## config.mk

```make
export PLATFORM = sky130hd
export DESIGN_NAME = iim_threshold_seg
export DESIGN_NICKNAME = d
export VERILOG_FILES = /design/src/rtl/iim_pkg.sv /design/src/rtl/iim_scan.sv /design/src/rtl/iim_accum.sv /design/src/rtl/iim_divider.sv /design/src/rtl/iim_threshold_seg.sv
export SDC_FILE = /design/constraint.sdc
export NUM_CORES = 1
export LEC_CHECK = 0
export BUFFER_PORTS_ARGS = -buffer_cell sky130_fd_sc_hd__buf_2
export CORE_MARGIN = 2
export CORE_UTILIZATION = 65
export DETAILED_ROUTE_END_ITERATION = 8
export HOLD_SLACK_MARGIN = 0.15
export PLACE_DENSITY = 0.93
export SLEW_MARGIN = 20
export SYNTH_ARGS = -nofsm -noshare
export SYNTH_HDL_FRONTEND = slang
export SYNTH_SLANG_ARGS = --single-unit
export TNS_END_PERCENT = 10
```

## constraint.sdc

```tcl
create_clock -name clk -period 6.55 [get_ports clk]
set_input_delay 0.655 -clock clk [delete_from_list [all_inputs] [get_ports clk]]
set_output_delay 0.655 -clock clk [all_outputs]
set_load 0.02 [all_outputs]
```

## src/rtl/iim_pkg.sv

```systemverilog
package iim_pkg;

  typedef enum logic [2:0] {
    ST_IDLE,
    ST_SCAN,
    ST_DIV_GO,
    ST_DIV_WAIT,
    ST_UPDATE,
    ST_MASK,
    ST_FINISH
  } iim_state_e;

  localparam int CLS_LO = 0;
  localparam int CLS_HI = 1;
  localparam int NUM_CLS = 2;

endpackage

```

## src/rtl/iim_scan.sv

```systemverilog
module iim_scan #(
  parameter int ADDR_W = 12
) (
  input  logic              clk,
  input  logic              rst,
  input  logic              go,
  output logic [ADDR_W-1:0] rd_addr,
  output logic              rd_en,
  output logic              pix_vld,
  output logic [ADDR_W-1:0] pix_idx,
  output logic              last
);

  localparam logic [ADDR_W-1:0] ADDR_LAST = '1;

  logic [ADDR_W-1:0] addr_q;
  logic [ADDR_W-1:0] idx_q;
  logic              req_q;
  logic              vld_q;

  always_ff @(posedge clk) begin
    if (rst) begin
      addr_q <= '0;
      idx_q  <= '0;
      req_q  <= 1'b0;
      vld_q  <= 1'b0;
    end else begin
      vld_q <= req_q;
      idx_q <= addr_q;
      if (go) begin
        addr_q <= '0;
        req_q  <= 1'b1;
      end else if (req_q) begin
        if (addr_q == ADDR_LAST) begin
          req_q <= 1'b0;
        end else begin
          addr_q <= addr_q + 1'b1;
        end
      end
    end
  end

  assign rd_addr = addr_q;
  assign rd_en   = req_q;
  assign pix_vld = vld_q;
  assign pix_idx = idx_q;
  assign last    = vld_q && (idx_q == ADDR_LAST);

  AST_SCAN_STEP: assert property (@(posedge clk) disable iff (rst)
    (vld_q && $past(vld_q)) |-> (idx_q == ADDR_W'($past(idx_q) + 1'b1)));

endmodule

```

## src/rtl/iim_accum.sv

```systemverilog
module iim_accum
  import iim_pkg::*;
#(
  parameter int PIX_W  = 8,
  parameter int ADDR_W = 12
) (
  input  logic                              clk,
  input  logic                              rst,
  input  logic                              clr,
  input  logic                              vld,
  input  logic [PIX_W-1:0]                  pix,
  input  logic [PIX_W-1:0]                  thr,
  output logic [NUM_CLS-1:0][PIX_W+ADDR_W-1:0] sums,
  output logic [NUM_CLS-1:0][ADDR_W:0]         cnts
);

  localparam int SUM_W = PIX_W + ADDR_W;
  localparam int CNT_W = ADDR_W + 1;
  localparam int NPIX  = 1 << ADDR_W;

  logic above;
  assign above = (pix > thr);

  for (genvar c = 0; c < NUM_CLS; c++) begin : g_cls
    localparam bit IS_HI = (c == CLS_HI);
    logic             hit;
    logic [SUM_W-1:0] sum_q;
    logic [CNT_W-1:0] cnt_q;

    assign hit = (above == IS_HI);

    always_ff @(posedge clk) begin
      if (rst || clr) begin
        sum_q <= '0;
        cnt_q <= '0;
      end else if (vld && hit) begin
        sum_q <= sum_q + SUM_W'(pix);
        cnt_q <= cnt_q + 1'b1;
      end
    end

    assign sums[c] = sum_q;
    assign cnts[c] = cnt_q;
  end

  AST_COUNT_BOUND: assert property (@(posedge clk) disable iff (rst)
    ((CNT_W+1)'(cnts[CLS_HI]) + (CNT_W+1)'(cnts[CLS_LO])) <= (CNT_W+1)'(NPIX));

endmodule

```

## src/rtl/iim_divider.sv

```systemverilog
module iim_divider #(
  parameter int NUM_W = 20,
  parameter int DEN_W = 13,
  parameter int Q_W   = 8
) (
  input  logic             clk,
  input  logic             rst,
  input  logic             go,
  input  logic [NUM_W-1:0] num,
  input  logic [DEN_W-1:0] den,
  input  logic [Q_W-1:0]   fallback,
  output logic             busy,
  output logic [Q_W-1:0]   quo
);

  logic [NUM_W-1:0] rem_q;
  logic [DEN_W-1:0] den_q;
  logic [Q_W-1:0]   q_q;
  logic             busy_q;
  logic [NUM_W-1:0] den_ext;
  logic             fits;

  assign den_ext = NUM_W'(den_q);
  assign fits    = (rem_q >= den_ext);

  always_ff @(posedge clk) begin
    if (rst) begin
      rem_q  <= '0;
      den_q  <= '0;
      q_q    <= '0;
      busy_q <= 1'b0;
    end else if (go) begin
      if (den == '0) begin
        q_q    <= fallback;
        busy_q <= 1'b0;
      end else begin
        rem_q  <= num;
        den_q  <= den;
        q_q    <= '0;
        busy_q <= 1'b1;
      end
    end else if (busy_q) begin
      if (fits) begin
        rem_q <= rem_q - den_ext;
        q_q   <= q_q + 1'b1;
      end else begin
        busy_q <= 1'b0;
      end
    end
  end

  assign busy = busy_q;
  assign quo  = q_q;

  AST_QUO_NO_WRAP: assert property (@(posedge clk) disable iff (rst)
    (busy_q && fits) |-> (q_q != '1));

  AST_EMPTY_CLASS: assert property (@(posedge clk) disable iff (rst)
    (go && den == '0) |=> (!busy_q && q_q == $past(fallback)));

endmodule

```

## src/rtl/iim_threshold_seg.sv

```systemverilog
module iim_threshold_seg
  import iim_pkg::*;
#(
  parameter int PIX_W    = 8,
  parameter int ADDR_W   = 12,
  parameter int MAX_ITER = 32,
  parameter int INIT_T   = 128
) (
  input  logic              clk,
  input  logic              rst,
  input  logic              start,
  output logic [ADDR_W-1:0] pix_addr,
  output logic              pix_re,
  input  logic [PIX_W-1:0]  pix_data,
  output logic              mask_we,
  output logic [ADDR_W-1:0] mask_addr,
  output logic              mask_bit,
  output logic [PIX_W-1:0]  thresh,
  output logic [ADDR_W:0]   area,
  output logic              done
);

  localparam int SUM_W  = PIX_W + ADDR_W;
  localparam int CNT_W  = ADDR_W + 1;
  localparam int ITER_W = $clog2(MAX_ITER + 1);

  iim_state_e        state_q;
  logic [PIX_W-1:0]  thr_q;
  logic [ITER_W-1:0] passes_q;
  logic              scan_go_q;
  logic              acc_clr_q;
  logic              done_q;
  logic [PIX_W-1:0]  thresh_q;
  logic [CNT_W-1:0]  area_q;
  logic              mask_we_q;
  logic [ADDR_W-1:0] mask_addr_q;
  logic              mask_bit_q;

  logic              pix_vld;
  logic [ADDR_W-1:0] pix_idx;
  logic              scan_last;
  logic              div_go;

  logic [NUM_CLS-1:0][SUM_W-1:0] sums;
  logic [NUM_CLS-1:0][CNT_W-1:0] cnts;
  logic [NUM_CLS-1:0][PIX_W-1:0] quo;
  logic [NUM_CLS-1:0]            div_busy;

  logic [PIX_W:0]    mean_sum;
  logic [PIX_W-1:0]  next_thr;
  logic [ITER_W-1:0] passes_nx;
  logic              settle;

  iim_scan #(.ADDR_W(ADDR_W)) u_scan (
    .clk     (clk),
    .rst     (rst),
    .go      (scan_go_q),
    .rd_addr (pix_addr),
    .rd_en   (pix_re),
    .pix_vld (pix_vld),
    .pix_idx (pix_idx),
    .last    (scan_last)
  );

  iim_accum #(.PIX_W(PIX_W), .ADDR_W(ADDR_W)) u_accum (
    .clk  (clk),
    .rst  (rst),
    .clr  (acc_clr_q),
    .vld  (pix_vld),
    .pix  (pix_data),
    .thr  (thr_q),
    .sums (sums),
    .cnts (cnts)
  );

  assign div_go = (state_q == ST_DIV_GO);

  for (genvar c = 0; c < NUM_CLS; c++) begin : g_div
    iim_divider #(.NUM_W(SUM_W), .DEN_W(CNT_W), .Q_W(PIX_W)) u_div (
      .clk      (clk),
      .rst      (rst),
      .go       (div_go),
      .num      (sums[c]),
      .den      (cnts[c]),
      .fallback (thr_q),
      .busy     (div_busy[c]),
      .quo      (quo[c])
    );
  end

  assign mean_sum  = {1'b0, quo[CLS_HI]} + {1'b0, quo[CLS_LO]};
  assign next_thr  = mean_sum[PIX_W:1];
  assign passes_nx = passes_q + 1'b1;
  assign settle    = (next_thr == thr_q) || (passes_nx == ITER_W'(MAX_ITER));

  always_ff @(posedge clk) begin
    if (rst) begin
      state_q     <= ST_IDLE;
      thr_q       <= '0;
      passes_q    <= '0;
      scan_go_q   <= 1'b0;
      acc_clr_q   <= 1'b0;
      done_q      <= 1'b0;
      thresh_q    <= '0;
      area_q      <= '0;
      mask_we_q   <= 1'b0;
      mask_addr_q <= '0;
      mask_bit_q  <= 1'b0;
    end else begin
      scan_go_q <= 1'b0;
      acc_clr_q <= 1'b0;
      done_q    <= 1'b0;
      mask_we_q <= 1'b0;
      case (state_q)
        ST_IDLE: begin
          if (start) begin
            thr_q     <= PIX_W'(INIT_T);
            passes_q  <= '0;
            scan_go_q <= 1'b1;
            acc_clr_q <= 1'b1;
            state_q   <= ST_SCAN;
          end
        end
        ST_SCAN: begin
          if (scan_last) begin
            state_q <= ST_DIV_GO;
          end
        end
        ST_DIV_GO: begin
          state_q <= ST_DIV_WAIT;
        end
        ST_DIV_WAIT: begin
          if (div_busy == '0) begin
            state_q <= ST_UPDATE;
          end
        end
        ST_UPDATE: begin
          thr_q     <= next_thr;
          passes_q  <= passes_nx;
          scan_go_q <= 1'b1;
          acc_clr_q <= 1'b1;
          state_q   <= settle ? ST_MASK : ST_SCAN;
        end
        ST_MASK: begin
          mask_we_q   <= pix_vld;
          mask_addr_q <= pix_idx;
          mask_bit_q  <= (pix_data > thr_q);
          if (scan_last) begin
            state_q <= ST_FINISH;
          end
        end
        ST_FINISH: begin
          done_q   <= 1'b1;
          thresh_q <= thr_q;
          area_q   <= cnts[CLS_HI];
          state_q  <= ST_IDLE;
        end
        default: state_q <= ST_IDLE;
      endcase
    end
  end

  assign mask_we   = mask_we_q;
  assign mask_addr = mask_addr_q;
  assign mask_bit  = mask_bit_q;
  assign thresh    = thresh_q;
  assign area      = area_q;
  assign done      = done_q;

  AST_DONE_PULSE: assert property (@(posedge clk) disable iff (rst)
    done_q |=> !done_q);

  AST_PASS_LIMIT: assert property (@(posedge clk) disable iff (rst)
    passes_q <= ITER_W'(MAX_ITER));

  AST_THR_HELD: assert property (@(posedge clk) disable iff (rst)
    (state_q inside {ST_SCAN, ST_DIV_GO, ST_DIV_WAIT, ST_MASK, ST_FINISH}) |=> $stable(thr_q));

  AST_MASK_WINDOW: assert property (@(posedge clk) disable iff (rst)
    mask_we_q |-> (state_q == ST_MASK || state_q == ST_FINISH));

  AST_RESULTS_HELD: assert property (@(posedge clk) disable iff (rst)
    (!done_q && state_q != ST_FINISH) |=> ($stable(thresh_q) && $stable(area_q)));

endmodule

```

==> impl_metrics.toml <==
[min_path]
min_to = "thresh[1]$_SDFFE_PP0P_"
min_path_cells = 2
holdCritPathClass = "register to register"
worstHoldStart = "thresh[1]$_SDFFE_PP0P_"

[routing]
dr_total_vias = 12160
post_drt_via_cell_ratio = 6.508
drt-initial-drc-count = 1270
drc = 0
avgRoutedWirePerCell_um = 18.12
routed_wl_um = 33850
postRouteAntennaNets = 0
first_pass_iters = 6

[clock_network]
cts_buffers = 24
clkSinkCount = 230
clock_path_buffers = 3
cts_root_buf = "clkbuf_16"
htreeDepth = 1
clk_pin_slew_ps = 70
cts_tree = "built"
insertion_delay_ps = 530
ctsHoldBuffers = 0
cts.repair.resized = 0
post-cts-setup-buffers = 0

[floorplan]
start_util_pct = 65.84
dieArea_mm2 = 0.02072
num_rows = 51
pin_count = 60
die_w_um = 143.9
core_mm2 = 0.01933
dieHeight_um = 143.9

[worst_setup_path]
r2r_slack_ps = 3150
worstPathRequired_ps = 7000
path_class = "register to register"
r2r.worst_path.cells = 9
r2r-start = "thr_q[1]$_SDFFE_PP0P_"
arrival_ps = 3850
crit_start = "thr_q[1]$_SDFFE_PP0P_"
critPathLaunchType = "register"
end_kind = "register"
path_max_fanout = 43
regToRegEndpoint = "u_accum.g_cls[0].sum_q[18]$_SDFFE_PP0P_"

[synth]
synth_area_mm2 = 0.01273
ys_seq_area_share_pct = 36.17
yosysTopAreaCell = "dfxtp_1"
ys_ff_latch = 230
netlist_top_cells_area = "dfxtp_1 (36%), nand2_1 (6.5%), a21oi_1 (6.4%)"
ys_async_sr_fraction_pct = 0
synthCells = 1583
yosys_warnings = 0
syn-mean-instance-area_um2 = 8.042
ys.flop_type = "dfxtp_1"
synth_top_area_share_pct = 36.17
yosysUniqueCellTypes = 88
synth_edf_count = 0
syn-num-nets = 1664

[sta]
setup_viol = 0
worst_slew_pin_slew_ps = 998.7
fin_setup_tns_ps = 0
post-route-period-util_pct = 51.93
timing_hold_violations_final = 0
fin_skew_ps = 13.94
maxSlewViolCount = 0
slew_headroom_pct = 33.42
fin_crit_ps = 3402
timing.fmax_mhz = 294.0
rsz0062_at_grt = "false"

[placement]
numPortBuffers = 59
dpl.hpwl_um = 22540
dpl.cell_count = 1824
place_congestion = 0.9481

[grt]
met2_usage_pct = 53.08
grt_pass1_vias = 11170
grt_util_all_layers_pct = 32.00
gr-max-usage-layer = "met2"
grt_max_degree = 87
grt_antenna_before_repair = 0
met3_usage_pct = 4.632
grt_overflow_total = 0
met1_usage_pct = 41.55
grt_pass1_wl_um = 54520

[pwr]
leakagePower_nw = 5.138
max-vdd-ir-drop_mv = 0.2192
p_total_mw = 2.888
p_per_area_mw_per_mm2 = 209.0

[final_layout]
n_antenna_cell = 0
final_nets = 1666
syn2layout_area_growth_pct = 8.552
fin_cells = 1868
final_layout_size_suffix_gt1_share_pct = 9.233

[status]
outcome = "completed"

[flow_run]
cap_violations = 0
## worst max-delay path, cell delays in order, from the launching register on
cell and delay [ps]:
dfxtp_1 530, inv_1 140, ha_1 310, nor2b_1 150, o21a_1 180, o21a_1 200
o211ai_2 260, nand3_2 630, or4_1 760, a21oi_1 170
## cell usage after synthesis (23+ instances only)
cell type / n
nand3_1: 40
o21ai_0: 43
and3_1: 23
nor2b_1: 26
nor3_1: 32
xnor2_1: 39
dfxtp_1: 230
nand2_1: 219
xor2_1: 32
nor2_1: 165
or3_1: 25
inv_1: 58
a21oi_1: 163
clkbuf_1: 65
a211oi_1: 38
ha_1: 65
## cell type report
| type | count | area (µm²) |
|---|---|---|
| clock buffers | 30 | 673.1 |
| clock inverters | 14 | 121.4 |
| fillers | 1338 | 5517 |
| inverters | 58 | 217.7 |
| repair buffers | 65 | 342.8 |
| flip-flops and latches | 230 | 4604 |
| well taps | 265 | 331.6 |
| multi-input cells | 1206 | 7527 |
## kinds of logic after synthesis
family | Yosys count | share of synthesized area (%)
adders and majority gates | 70 | 7.175
muxes | 6 | 0.4718
and+or+nand+nor | 633 | 24.05
AOI/OAI and AO/OA | 425 | 22.19
buffers and inverters | 147 | 4.875
xor gates and xnor gates | 72 | 5.062
DFF | 230 | 36.17
## routing by layer
| layer | share of wire [%] | routed length [µm] |
|---|---|---|
| met2 | 48 | 16110 |
| met4 | 4.5 | 1512 |
| met1 | 40 | 13640 |
| met3 | 7.6 | 2579 |
| met5 | 0 | 0 |
## placed cells by master, fill, tap and decap left out, types with 12 or more instances in the layout
master / count
ha_1: 65
dfxtp_1: 230
and3_1: 23
or3_1: 25
buf_2: 58
nor3_1: 32
xnor2_1: 39
nand4_1: 18
a21oi_1: 163
nand3_1: 40
nand2b_1: 13
o31ai_1: 16
nand2_1: 219
xor2_1: 32
o21ai_0: 43
a22oi_1: 13
o211ai_1: 15
inv_1: 58
a211oi_1: 38
a311oi_1: 12
nor2_1: 164
a21o_1: 18
or4_1: 17
nor2b_1: 26
clkbuf_16: 24
o21a_1: 14
## how the worst max path moves through the flow
stage / to / slack [ps] / cells after the start
6_report: u_accum.g_cls[0].sum_q[18]$_SDFFE_PP0P_ / 3150 / 9
5_1_grt: u_accum.g_cls[0].sum_q[18]$_SDFFE_PP0P_ / 3000 / 9
4_1_cts: u_accum.g_cls[0].sum_q[16]$_SDFFE_PP0P_ / 3230 / 9
3_5_place_dp: u_accum.g_cls[0].sum_q[18]$_SDFFE_PP0P_ / 3130 / 9
3_3_place_gp: u_accum.g_cls[0].cnt_q[7]$_SDFFE_PP0P_ / 3290 / 9
2_1_floorplan: u_accum.g_cls[0].cnt_q[5]$_SDFFE_PP0P_ / 3970 / 9
## power breakdown
group	total (mW)	internal [mW]	switching, mW
Clock	1.37	0.774	0.593
Combinational	0.106	0.0334	0.0730
Sequential	1.42	1.40	0.0108
## flip-flops by register name, summed over array words and instances (netlist names)
| name | cells |
|---|---|
| area | 13 |
| done | 1 |
| state_q | 3 |
| u_scan.rd_en | 1 |
| u_scan.pix_idx | 12 |
| passes_q | 6 |
| mask_we | 1 |
| g_div.u_div.rem_q | 40 |
| u_accum.g_cls.cnt_q | 26 |
| g_div.u_div.busy | 2 |
| u_accum.g_cls.sum_q | 40 |
| thresh | 8 |
| g_div.u_div.quo | 16 |
| g_div.u_div.den_q | 26 |
| acc_clr_q | 1 |
| thr_q | 8 |
| u_scan.pix_vld | 1 |
| mask_bit | 1 |
| mask_addr | 12 |
| u_scan.rd_addr | 12 |
## through the flow
stage / setup slack [ps] / util, % / hold WS, ps / cell area [µm²]
finish: 3148 / 71.47 / 453.4 / 13820
detailed placement: 3134 / 67.29 / 444.3 / 13010
CTS: 3230 / 71.40 / 453.0 / 13810
floorplan: 3971 / - / 431.7 / 12730
global route: 2998 / 71.47 / 472.1 / 13820
global placement: 3294 / 67.29 / 439.1 / 13010
No activity file was read; power rests on OpenSTA's default activity.
